File: src/rtl/pgwr_pkg.sv
package pgwr_pkg;

    typedef enum logic [2:0] {
        S_IDLE,
        S_WAIT,
        S_WLO,
        S_WHI,
        S_TURN,
        S_RLO,
        S_RHI,
        S_FIN
    } pgwr_state_e;

    typedef enum logic {
        POLL_TOGGLE = 1'b0,
        POLL_DATA   = 1'b1
    } pgwr_poll_e;

    typedef struct packed {
        logic ce_n;
        logic oe_n;
        logic we_n;
        logic dq_oe;
    } pgwr_pins_t;

    // Pin levels are a pure function of the sequencer state.
    function automatic pgwr_pins_t pins_for(pgwr_state_e s);
        pgwr_pins_t p;
        case (s)
            S_WLO:   p = '{ce_n: 1'b0, oe_n: 1'b1, we_n: 1'b0, dq_oe: 1'b1};
            S_WHI:   p = '{ce_n: 1'b1, oe_n: 1'b1, we_n: 1'b1, dq_oe: 1'b1};
            S_RLO:   p = '{ce_n: 1'b0, oe_n: 1'b0, we_n: 1'b1, dq_oe: 1'b0};
            default: p = '{ce_n: 1'b1, oe_n: 1'b1, we_n: 1'b1, dq_oe: 1'b0};
        endcase
        return p;
    endfunction

    function automatic int unsigned max3(int unsigned a, int unsigned b, int unsigned c);
        int unsigned m;
        m = (a > b) ? a : b;
        return (m > c) ? m : c;
    endfunction

endpackage

File: src/rtl/pgwr_tmr.sv
module pgwr_tmr #(
    parameter int W = 8
) (
    input  logic         clk,
    input  logic         rst,
    input  logic         load,
    input  logic [W-1:0] val,
    output logic         zero
);
    logic [W-1:0] cnt_q;

    always_ff @(posedge clk) begin
        if (rst)                cnt_q <= '0;
        else if (load)          cnt_q <= val;
        else if (cnt_q != '0)   cnt_q <= cnt_q - 1'b1;
    end

    assign zero = (cnt_q == '0);

endmodule

File: src/rtl/pgwr_addr.sv
module pgwr_addr #(
    parameter int ADDR_W = 15,
    parameter int CNT_W  = 16,
    parameter int PAGE_W = 6
) (
    input  logic              clk,
    input  logic              rst,
    input  logic              load,
    input  logic [ADDR_W-1:0] load_addr,
    input  logic [CNT_W-1:0]  load_cnt,
    input  logic              step,
    input  logic              dec,
    output logic [ADDR_W-1:0] addr,
    output logic              left_zero,
    output logic              left_one,
    output logic              page_end
);
    logic [ADDR_W-1:0] addr_q;
    logic [CNT_W-1:0]  left_q;

    always_ff @(posedge clk) begin
        if (rst) begin
            addr_q <= '0;
            left_q <= '0;
        end else if (load) begin
            addr_q <= load_addr;
            left_q <= load_cnt;
        end else begin
            if (step) addr_q <= addr_q + 1'b1;
            if (dec)  left_q <= left_q - 1'b1;
        end
    end

    assign addr      = addr_q;
    assign left_zero = (left_q == '0);
    assign left_one  = (left_q == CNT_W'(1));
    assign page_end  = &addr_q[PAGE_W-1:0];

    // a write is never counted against an empty transfer
    p_no_underflow_r2: assert property (@(posedge clk) disable iff (rst)
        dec |-> !left_zero);

endmodule

File: src/rtl/pgwr_poll.sv
module pgwr_poll
    import pgwr_pkg::*;
#(
    parameter pgwr_poll_e MODE = POLL_TOGGLE
) (
    input  logic clk,
    input  logic rst,
    input  logic arm,
    input  logic sample,
    input  logic obs_bit,
    input  logic ref_bit,
    output logic complete
);
    generate
        if (MODE == POLL_TOGGLE) begin : g_toggle
            logic have_q;
            logic prev_q;
            logic ref_unused;
            assign ref_unused = ref_bit;
            always_ff @(posedge clk) begin
                if (rst || arm) begin
                    have_q   <= 1'b0;
                    prev_q   <= 1'b0;
                    complete <= 1'b0;
                end else if (sample) begin
                    have_q   <= 1'b1;
                    prev_q   <= obs_bit;
                    complete <= have_q && (prev_q == obs_bit);
                end
            end
        end else begin : g_data
            always_ff @(posedge clk) begin
                if (rst || arm)   complete <= 1'b0;
                else if (sample)  complete <= (obs_bit == ref_bit);
            end
        end
    endgenerate

    // completion only ever follows a status sample
    p_complete_after_read_r8: assert property (@(posedge clk) disable iff (rst)
        $rose(complete) |-> $past(sample));

endmodule

File: src/rtl/pgwr_ctrl.sv
module pgwr_ctrl
    import pgwr_pkg::*;
#(
    parameter int         ADDR_W     = 15,
    parameter int         PAGE_W     = 6,
    parameter int         CNT_W      = 16,
    parameter int         STROBE_LO  = 2,
    parameter int         STROBE_HI  = 2,
    parameter int         GAP_WAIT   = 16,
    parameter int         POLL_LIMIT = 100000,
    parameter pgwr_poll_e POLL_MODE  = POLL_TOGGLE
) (
    input  logic              clk,
    input  logic              rst,
    input  logic              start,
    input  logic [ADDR_W-1:0] start_addr,
    input  logic [CNT_W-1:0]  byte_count,
    input  logic              in_valid,
    input  logic [7:0]        in_data,
    output logic              in_ready,
    output logic [ADDR_W-1:0] mem_addr,
    output logic [7:0]        mem_dq_out,
    output logic              mem_dq_oe,
    input  logic [7:0]        mem_dq_in,
    output logic              mem_ce_n,
    output logic              mem_oe_n,
    output logic              mem_we_n,
    output logic              busy,
    output logic              done,
    output logic              error
);
    localparam int unsigned TMR_MAX = max3(STROBE_LO, STROBE_HI, GAP_WAIT);
    localparam int TMR_W = $clog2(TMR_MAX + 1);
    localparam int WD_W  = $clog2(POLL_LIMIT + 1);

    pgwr_state_e state, nxt;
    pgwr_pins_t  pins;
    logic [7:0]  data_q;
    logic        burst_q, wrote_q, err_q;
    logic        accept, t_zero, wd_zero, complete, in_poll;
    logic        left_zero, left_one, page_end;
    logic        tload, wdload, sample, obs_bit, dq_unused;
    logic [TMR_W-1:0] tval;

    assign accept  = (state == S_WAIT) && in_valid;
    assign in_poll = (state == S_RLO) || (state == S_RHI);
    assign sample  = (state == S_RLO) && t_zero && !wd_zero;
    assign obs_bit = (POLL_MODE == POLL_TOGGLE) ? mem_dq_in[6] : mem_dq_in[7];
    assign dq_unused = ^mem_dq_in;

    always_comb begin
        nxt = state;
        case (state)
            S_IDLE: if (start) nxt = (byte_count == '0) ? S_FIN : S_WAIT;
            S_WAIT: if (in_valid)               nxt = S_WLO;
                    else if (burst_q && t_zero) nxt = S_TURN;
            S_WLO:  if (t_zero) nxt = S_WHI;
            S_WHI:  if (t_zero) nxt = (left_one || page_end) ? S_TURN : S_WAIT;
            S_TURN: nxt = S_RLO;
            S_RLO:  if (wd_zero)     nxt = S_FIN;
                    else if (t_zero) nxt = S_RHI;
            S_RHI:  if (wd_zero)     nxt = S_FIN;
                    else if (t_zero) nxt = !complete ? S_RLO : (left_zero ? S_FIN : S_WAIT);
            default: nxt = S_IDLE;
        endcase
    end

    always_comb begin
        case (nxt)
            S_WLO, S_RLO: tval = TMR_W'(STROBE_LO - 1);
            S_WHI, S_RHI: tval = TMR_W'(STROBE_HI - 1);
            default:      tval = TMR_W'(GAP_WAIT - 1);
        endcase
    end
    assign tload  = (nxt != state);
    assign wdload = (nxt == S_TURN) && (state != S_TURN);

    always_ff @(posedge clk) begin
        if (rst) begin
            state   <= S_IDLE;
            data_q  <= '0;
            burst_q <= 1'b0;
            wrote_q <= 1'b0;
            err_q   <= 1'b0;
        end else begin
            state <= nxt;
            if (state == S_IDLE && start) begin
                wrote_q <= 1'b0;
                err_q   <= 1'b0;
            end
            if (accept) begin
                data_q  <= in_data;
                burst_q <= 1'b1;
                wrote_q <= 1'b1;
            end
            if (nxt == S_TURN) burst_q <= 1'b0;
            if (in_poll && wd_zero) err_q <= 1'b1;
        end
    end

    pgwr_tmr #(.W(TMR_W)) u_phase (
        .clk(clk), .rst(rst), .load(tload), .val(tval), .zero(t_zero)
    );

    pgwr_tmr #(.W(WD_W)) u_watch (
        .clk(clk), .rst(rst), .load(wdload), .val(WD_W'(POLL_LIMIT - 1)), .zero(wd_zero)
    );

    pgwr_addr #(.ADDR_W(ADDR_W), .CNT_W(CNT_W), .PAGE_W(PAGE_W)) u_addr (
        .clk(clk), .rst(rst),
        .load(state == S_IDLE && start), .load_addr(start_addr), .load_cnt(byte_count),
        .step(accept && wrote_q), .dec(state == S_WHI && t_zero),
        .addr(mem_addr), .left_zero(left_zero), .left_one(left_one), .page_end(page_end)
    );

    pgwr_poll #(.MODE(POLL_MODE)) u_poll (
        .clk(clk), .rst(rst), .arm(state == S_TURN), .sample(sample),
        .obs_bit(obs_bit), .ref_bit(data_q[7]), .complete(complete)
    );

    assign pins       = pins_for(state);
    assign mem_ce_n   = pins.ce_n;
    assign mem_oe_n   = pins.oe_n;
    assign mem_we_n   = pins.we_n;
    assign mem_dq_oe  = pins.dq_oe;
    assign mem_dq_out = data_q;
    assign in_ready   = (state == S_WAIT);
    assign busy       = (state != S_IDLE);
    assign done       = (state == S_FIN);
    assign error      = err_q;

    p_write_strobes_r2: assert property (@(posedge clk) disable iff (rst)
        !mem_we_n |-> (!mem_ce_n && mem_oe_n && mem_dq_oe));
    p_read_strobes_r7: assert property (@(posedge clk) disable iff (rst)
        !mem_oe_n |-> (!mem_ce_n && mem_we_n));
    p_bus_free_r6: assert property (@(posedge clk) disable iff (rst)
        !mem_oe_n |-> !mem_dq_oe);
    p_turnaround_r6: assert property (@(posedge clk) disable iff (rst)
        $fell(mem_oe_n) |-> !$past(mem_dq_oe));
    p_page_r3: assert property (@(posedge clk) disable iff (rst)
        (accept && burst_q) |-> !page_end);
    p_ready_r4: assert property (@(posedge clk) disable iff (rst)
        in_ready |-> (mem_we_n && mem_oe_n));
    p_done_pulse_r11: assert property (@(posedge clk) disable iff (rst)
        done |=> !done);
    p_err_done_r10: assert property (@(posedge clk) disable iff (rst)
        $rose(error) |-> done);

endmodule

File: config.mk
export PLATFORM = sky130hd
export DESIGN_NAME = pgwr_ctrl
export DESIGN_NICKNAME = d
export VERILOG_FILES = /design/src/rtl/pgwr_pkg.sv /design/src/rtl/pgwr_tmr.sv /design/src/rtl/pgwr_addr.sv /design/src/rtl/pgwr_poll.sv /design/src/rtl/pgwr_ctrl.sv
export SDC_FILE = /design/constraint.sdc
export NUM_CORES = 1
export LEC_CHECK = 0
export ABC_AREA = 1
export BUFFER_PORTS_ARGS = -buffer_cell sky130_fd_sc_hd__buf_2
export CAP_MARGIN = 5
export CELL_PAD_IN_SITES_DETAIL_PLACEMENT = 0
export CELL_PAD_IN_SITES_GLOBAL_PLACEMENT = 2
export CORE_MARGIN = 2
export CORE_UTILIZATION = 27
export CTS_CLUSTER_DIAMETER = 150
export DETAILED_ROUTE_END_ITERATION = 8
export PLACE_DENSITY_LB_ADDON = 0.1
export SYNTH_ARGS = -nofsm -noshare
export SYNTH_HDL_FRONTEND = slang
export SYNTH_SLANG_ARGS = --single-unit
File: constraint.sdc
create_clock -name clk -period 1.8 [get_ports clk]
set_input_delay 0 -clock clk [delete_from_list [all_inputs] [get_ports clk]]
set_output_delay 0 -clock clk [all_outputs]
set_load 0.01 [all_outputs]
==> results.toml, run 1 <==
[global_route]
grt_pass1_vias = 4562
grt_start_max_net_pins = 38
track_usage = 0.170
grt-ovfl-total = 0
grt_pass1_wl_um = 21900
antenna_found_initial = 0

[floorplanning]
io_pins = 82
rows = 45
die_h_um = 128
die_area_um2 = 16400
core_area_um2 = 15100
start_util = 0.275
die_w_um = 128

[finish]
fillers = 1566
diodes = 0
final_nets = 864
drive_gt1_frac = 0.409
multi_input_area_um2 = 2800
area_delta_synth_final_pct = 58.1
regArea_um2 = 1410

[detailed_routing]
ant_nets = 0
drc = 0
post_drt_wl_per_cell_um = 13.6
dr_total_vias = 4595
drt_iter0_drc = 175
drtPass1Iterations = 4
drt_wl_total_um = 13600
viasPerCell = 4.60

[critical_path]
worst_ep_arrival_time_ns = 2.05
worstPathCellList = "inv_2, ha_4, inv_2, nor2_4, buf_6, nand3_4, nand2_1, nand2_1, inv_2, nand4_4, nand2_4, nand2_4, nor2_4, buf_4, a21oi_1"
crit_path_max_fanout = 5
cpLargestDelayFamily = "simple AND/OR/NAND/NOR gates"
crit_required_ns = 2.00
worstSetupStartpointType = "flip-flop"
path_buf_inv = 5
setup.worst_path.class = "reg2reg"
cp_slowest_stage_delay_ns = 0.32
crit_top_cell = "inv_2"
crit_path_top_delay_cell = "dfxtp_2"
endpoint_kind = "flip-flop"

[power_and_ir_drop]
p_total_mw = 7.72
vdd_ir_drop_max_mv = 0.528
leakagePower_nw = 2.95
power.density_nw_per_um2 = 1170

[timing]
finalHoldViolCount = 0
worst_slack_ns = -0.0478
fmax_mhz = 541
rsz0062_at_grt = "yes"
worstMarginPinSlew_ns = 0.596
min_period_over_period = 1.03
fin_skew_ns = 0.00820
slew-limit-headroom = 0.603
slew_violations = 0
setup_violations = 12
min_period_ns = 1.85

[yosys]
syn-cell-area_um2 = 4160
yosysUniqueCellTypes = 52
avgSynthCellArea_um2 = 6.99
synth_edf_count = 0
synth_fp_nets = 655
synthCells = 596
ys_ff_latch = 70
seq_area_frac_synth = 0.337
yosys_most_used_dff = "dfxtp_1"
ys_async_sr_fraction = 0
ys_warn_count = 0

[clocking]
cts-root-buf = "clkbuf_16"
h-tree-depth = 3
clock_latency_ns = 0.34
cts.sinks = 70
cts_buffer_depth = 2
clk_pin_slew_worst_paths_ns = 0.06
cts_buffers = 9
cts_tree = "done"

[place]
post-dp-hpwl_um = 9670
port_buffers = 74
pre_cts_slack_ns = -0.199
routabilityCongestion = 0.845

[run_status]
violations = "negative setup slack"
outcome = "finished, violations left"

[hold_path]
hold_path.class = "in2reg"

[flow_run]
maxCapViolCount = 0
-- routing by layer --
layer	GRT usage	wire, um	up-vias
met4	0.0517	206	0
met2	0.291	6560	88
li1	-	-	2379
met5	0	0	-
met1	0.205	6310	2113
met3	0.0480	543	15
-- layout make-up --
class	instances	share of cell area
well taps	188	0.0357
inverters	59	0.0350
clock inverters	6	0.0106
flip-flops and latches	70	0.214
multi-input cells	446	0.425
repair buffers	218	0.243
repair inverters	1	0.00114
clock buffers	10	0.0348
-- logic make-up (layout without fill, tap and decap cells) --
logic type | Yosys count | after routing | synth area share
XOR/XNOR | 21 | 21 | 0.0442
adder cells (fa/ha/maj) | 8 | 8 | 0.0240
flip-flops | 70 | 70 | 0.337
AO/OA/AOI/OAI | 107 | 107 | 0.163
AND/OR/NAND/NOR | 310 | 310 | 0.351
buffers and inverters | 80 | 294 | 0.0817
-- Yosys cell counts (2+ instances only) --
cell	number	area (um2)
nand3_1	32	160
clkbuf_1	9	33.8
inv_1	48	180
buf_4	2	15.0
buf_6	3	33.8
nor2_1	88	330
a31oi_1	11	68.8
nor3_1	8	40.0
a311oi_1	4	35.0
nor4_1	3	18.8
a31oi_2	2	25.0
a21oi_2	7	61.3
buf_1	3	11.3
a211oi_1	3	22.5
nand3b_1	2	15.0
nand4_1	9	56.3
o21ai_0	30	150
inv_2	8	30.0
nand2_4	2	22.5
nand2_2	8	50.1
xor2_1	14	123
nor2_8	2	40.0
nand3_2	4	40.0
dfxtp_1	70	1400
buf_2	4	20.0
o21ai_1	3	15.0
inv_4	2	12.5
a21oi_1	31	155
nand2_1	129	484
ha_1	8	100
o211ai_1	5	37.5
nor2_4	5	56.3
o21a_1	2	15.0
xnor2_1	7	61.3
nor2_2	11	68.8
-- worst min-delay path, cell delays in order --
cell	delay, ns
buf_2	0.08
a21oi_1	0.05
o21ai_0	0.06
o311a_1	0.15
-- cells in the final DEF (no fill, tap or decap), types with 7 or more instances in the layout --
| master | Yosys | routed |
|---|---|---|
| nor2_2 | 11 | 17 |
| buf_2 | 4 | 74 |
| a21oi_2 | 7 | 11 |
| o21ai_0 | 30 | 25 |
| inv_2 | 8 | 17 |
| nand2_4 | 2 | 9 |
| a21oi_1 | 31 | 27 |
| xor2_1 | 14 | 13 |
| nand4_1 | 9 | 9 |
| nor2_4 | 5 | 13 |
| dfxtp_2 | 0 | 8 |
| a31oi_1 | 11 | 11 |
| clkbuf_16 | 0 | 9 |
| dlygate4sd3_1 | 0 | 32 |
| nor3_1 | 8 | 8 |
| nand3_1 | 32 | 26 |
| nand2_1 | 129 | 114 |
| dfxtp_1 | 70 | 62 |
| nor2_1 | 88 | 74 |
| buf_4 | 2 | 103 |
| nand3_4 | 1 | 7 |
| nand2_2 | 8 | 16 |
| inv_1 | 48 | 39 |
-- through the flow --
step	utilization	cells	setup TNS [ns]	hold slack [ns]	cell area, um2
finish	0.435	998	-0.203	0.0305	6580
floorplan	-	596	0	0.135	4160
global placement	0.357	934	-2.72	0.223	5410
CTS	0.415	991	-0.300	0.0148	6290
detailed placement	0.357	934	-3.67	0.228	5410
global route	0.435	998	-2.24	0.0341	6580
-- sequential cells by signal, summed over array words and instances (netlist names), 3 cells and up --
name	count
u_phase.cnt_q	5
u_addr.addr	15
u_addr.left_q	16
state	3
u_watch.cnt_q	17
mem_dq_out	8
-- worst paths after layout --
path	startpoint	endpoint	slack (ns)	cells past startpoint
max	u_phase.cnt_q[1]$_SDFFE_PP0P_	u_phase.cnt_q[0]$_SDFFE_PP0P_	-0.05	15
min	start_addr[9]	u_addr.addr[9]$_SDFFE_PP0P_	0.03	4
max reg2reg	u_phase.cnt_q[1]$_SDFFE_PP0P_	u_phase.cnt_q[0]$_SDFFE_PP0P_	-0.05	15
min reg2reg	u_poll.g_toggle.have_q$_SDFFE_PP0P_	u_poll.g_toggle.have_q$_SDFFE_PP0P_	0.47	1
-- repair_timing --
| item | 4_1_cts | 5_1_grt |
|---|---|---|
| pin swaps | 29 | 27 |
| cloned | 0 | 1 |
| gates resized for setup | 56 | 61 |
| endpoints found under the setup margin | 47 | 59 |
| hold endpoints to repair | 32 | 0 |
| hold buffers | 32 | 0 |
| setup buffers | 9 | 9 |
-- power by group --
group / internal, mW / total, mW / switching (mW) / leakage, nW
Sequential: 1.84 / 2.08 / 0.235 / 0.578
Clock: 1.08 / 1.82 / 0.739 / 0.136
Combinational: 1.81 / 3.82 / 2.01 / 2.24
Total: 4.73 / 7.72 / 2.99 / 2.95
Power figures use the tool's default switching activity.
==> run 2: changes to the inputs <==
--- a/config.mk
+++ b/config.mk
@@ -5,16 +5,16 @@
 export SDC_FILE = /design/constraint.sdc
 export NUM_CORES = 1
 export LEC_CHECK = 0
-export ABC_AREA = 1
+export ABC_AREA = 0
 export BUFFER_PORTS_ARGS = -buffer_cell sky130_fd_sc_hd__buf_2
 export CAP_MARGIN = 5
 export CELL_PAD_IN_SITES_DETAIL_PLACEMENT = 0
 export CELL_PAD_IN_SITES_GLOBAL_PLACEMENT = 2
 export CORE_MARGIN = 2
-export CORE_UTILIZATION = 27
+export CORE_UTILIZATION = 29
 export CTS_CLUSTER_DIAMETER = 150
 export DETAILED_ROUTE_END_ITERATION = 8
-export PLACE_DENSITY_LB_ADDON = 0.1
+export PLACE_DENSITY = 0.83
 export SYNTH_ARGS = -nofsm -noshare
 export SYNTH_HDL_FRONTEND = slang
 export SYNTH_SLANG_ARGS = --single-unit
==> run 2 against run 1 <==
- the flow still finishes with violations (negative setup slack)
- register-to-register slack lost 0.71 ns
- final area shrank 1.3%
- die area shrank 16%
- utilization grew 8.0 points
- critical path depth shrank 5
- flip-flop and latch count is the same
- maximum frequency shrank 28%
- clock-buffer cell count shrank 1
- worst hold slack lost 0.019 ns
- non-clock buffer count grew 27
- clock power grew 7%
- synthesized cell count shrank 24%
- critical endpoint is now u_phase.cnt_q[1]$_SDFFE_PP0P_
- largest cell class unchanged
- highest routed layer unchanged
==> results.toml, run 2 <==
[run_status]
outcome = "finished, violations left"
violations = "negative setup slack"

[finish]
design_area_um2 = 6500
regMostFlops = "u_watch.cnt_q"
drive_gt1_frac = 0.488
diodes = 0
final_core_util = 0.515
final_nets = 742
largest_register_ffs = 17
mostFrequentLayoutCell = "buf_4"
mostFrequentLayoutCells = "114 x buf_4, 74 x buf_2, 63 x dfxtp_1"
area_delta_synth_final_pct = 73.0

[place]
routabilityCongestion = 0.875
dpl_cell_area_um2 = 5200
port_buffers = 74
post-dp-hpwl_um = 8060

[hold_path]
hold_path.class = "in2reg"
hold_start = "byte_count[9]"
whs_endpoint = "u_addr.left_q[9]$_SDFFE_PP0P_"
whs_path_depth = 4

[yosys]
synth_xor_area_frac = 0.0926
synth.area.top_cells = "dfxtp_1 37%, a21oi_1 5.7%, nor2_1 5.4%"
avgSynthCellArea_um2 = 8.31
synth_most_common_cell = "dfxtp_1"
ys_warn_count = 0
ys_top_cells_by_count = "70 x dfxtp_1, 54 x nor2_1, 45 x nand2_1, 43 x a21oi_1"
synth_top_family_by_area = "simple AND/OR/NAND/NOR gates"
synth_edf_count = 0
synthSimpleGateAreaFrac = 0.291
synth_fp_nets = 511
synthAdderAreaFrac = 0.0267
seq_area_frac_synth = 0.373
synth.area.mux_share = 0.00533
synth_top_cell_area_share = 0.373
yosysUniqueCellTypes = 59
ys_async_sr_fraction = 0
yosys_most_used_dff = "dfxtp_1"
ys_ff_latch = 70
syn-cell-area_um2 = 3750
synth.largest_area_cell = "dfxtp_1"
synth-compound-area-share = 0.171
synthCells = 452

[critical_path]
rrSetupSlack_ns = -0.76
worst_ep_arrival_time_ns = 2.81
worstSetupStartpointType = "flip-flop"
r2r-end = "u_phase.cnt_q[1]$_SDFFE_PP0P_"
r2r-start = "u_phase.cnt_q[1]$_SDFFE_PP0P_"
endpoint_kind = "flip-flop"
setup.worst_path.class = "reg2reg"
crit_required_ns = 2.05
crit_path_max_fanout = 6
reg2reg_depth = 10

[power_and_ir_drop]
leakagePower_nw = 2.78
p_int_mw = 5.35
power_frac_comb = 0.511
vdd_ir_drop_max_mv = 0.549
pwr-share-clk = 0.236
power.switching_mw = 2.89
seqPwrFrac = 0.253
power.density_nw_per_um2 = 1270
p_sw_frac = 0.351

[floorplanning]
die_area_um2 = 13900
die_w_um = 118
rows = 41
start_util = 0.298
core_area_um2 = 12600
io_pins = 82
die_h_um = 118

[clocking]
clock_latency_ns = 0.34
cts_buffer_depth = 2
cts_tree = "done"
clk_pin_slew_worst_paths_ns = 0.06
cts-root-buf = "clkbuf_16"
cts.sinks = 70
h-tree-depth = 3
cts_buffers = 9

[flow_run]
maxCapViolCount = 0

[timing]
min_period_ns = 2.56
setup_violations = 53
slew_violations = 0
worstMarginPinSlew_ns = 0.572
slew-limit-headroom = 0.619
fin_skew_ns = 0.00443
fmax_mhz = 391
rsz0062_at_grt = "yes"
finalHoldViolCount = 0
worst_slack_ns = -0.760
min_period_over_period = 1.42

[detailed_routing]
viasPerCell = 4.77
post_drt_wl_per_cell_um = 13.9
drt_iter0_drc = 226
ant_nets = 0
drtPass1Iterations = 4
drt_wl_total_um = 11900
dr_total_vias = 4100
drc = 0

[global_route]
antenna_found_initial = 0
track_usage = 0.174
grt_start_max_net_pins = 50
grt_pass1_vias = 4115
grt_pass1_wl_um = 19600
grt-ovfl-total = 0
## run 2: cell families after synthesis
logic type,count (synthesis)
and+or+nand+nor,199
xor gates and xnor gates,38
AOI/OAI and AO/OA,97
muxes,2
adders and majority gates,8
DFF,70
buffers and inverters,38
## run 2: worst max-delay path by stage
| stage | startpoint | end | slack [ns] | depth (start not counted) |
|---|---|---|---|---|
| finish | u_phase.cnt_q[1]$_SDFFE_PP0P_ | u_phase.cnt_q[1]$_SDFFE_PP0P_ | -0.76 | 10 |
| global route | u_phase.cnt_q[1]$_SDFFE_PP0P_ | u_phase.cnt_q[1]$_SDFFE_PP0P_ | -0.92 | 11 |
| CTS | u_watch.cnt_q[7]$_SDFFE_PP0P_ | u_phase.cnt_q[1]$_SDFFE_PP0P_ | -0.76 | 8 |
| detailed placement | u_phase.cnt_q[1]$_SDFFE_PP0P_ | u_phase.cnt_q[1]$_SDFFE_PP0P_ | -0.79 | 10 |
| global placement | u_phase.cnt_q[1]$_SDFFE_PP0P_ | u_phase.cnt_q[1]$_SDFFE_PP0P_ | -0.72 | 10 |
| floorplan | u_watch.cnt_q[5]$_SDFFE_PP0P_ | u_phase.cnt_q[1]$_SDFFE_PP0P_ | -0.66 | 8 |
## run 2: what timing repair did
action / 4_1_cts / 5_1_grt
pin swaps: 33 / 26
endpoints found under the hold margin: 36 / 0
hold buffers: 35 / 0
buffers inserted: 15 / 9
setup endpoints to repair: 57 / 58
cloned: 1 / 0
gates resized for setup: 60 / 40
## run 2: power groups by stage
stage,Combinational [mW],Clock [mW],Sequential [mW]
2_1_floorplan,1.95,0,2.18
3_3_place_gp,3.34,0,2.07
3_5_place_dp,3.40,0,2.08
4_1_cts,3.98,1.99,2.07
5_1_grt,4.55,2.07,2.12
6_report,4.21,1.94,2.08
## run 2: routing by layer
| metal | share of wire | vias up | track usage |
|---|---|---|---|
| met5 | 0 | - | 0 |
| met4 | 0.012 | 0 | 0.0572 |
| met3 | 0.040 | 9 | 0.0426 |
| met2 | 0.49 | 79 | 0.298 |
| met1 | 0.46 | 1943 | 0.214 |
| li1 | - | 2069 | - |
## run 2: per-stage QoR
stage | worst slack [ns] | instances | hold slack (ns) | TNS, ns | power (mW)
5_1_grt | -0.924 | 860 | 0.0353 | -30.20 | 8.75
3_5_place_dp | -0.792 | 786 | 0.247 | -25.03 | 5.49
3_3_place_gp | -0.721 | 786 | 0.240 | -21.90 | 5.41
4_1_cts | -0.757 | 851 | 0.00755 | -22.04 | 8.05
6_report | -0.760 | 860 | 0.0114 | -23.62 | 8.23
2_1_floorplan | -0.659 | 452 | 0.136 | -13.34 | 4.12
## run 2: critical path, cell delays in order (launching register included)
cell and delay [ns]:
dfxtp_2 0.32, inv_2 0.07, ha_4 0.14, or4b_4 0.51
nor3_2 0.12, a211oi_1 0.09, nor4_4 0.43, buf_4 0.19
a2bb2oi_2 0.17, o311ai_4 0.14, a221oi_2 0.27
## run 2: cell type report
class | instances | area [um2]
Fill cell | 1181 | 6120
Multi-Input combinational cell | 344 | 2640
Timing Repair Buffer | 245 | 1850
Sequential cell | 70 | 1420
Clock buffer | 9 | 225
Tap cell | 172 | 215
Clock inverter | 7 | 97.6
Inverter | 13 | 48.8
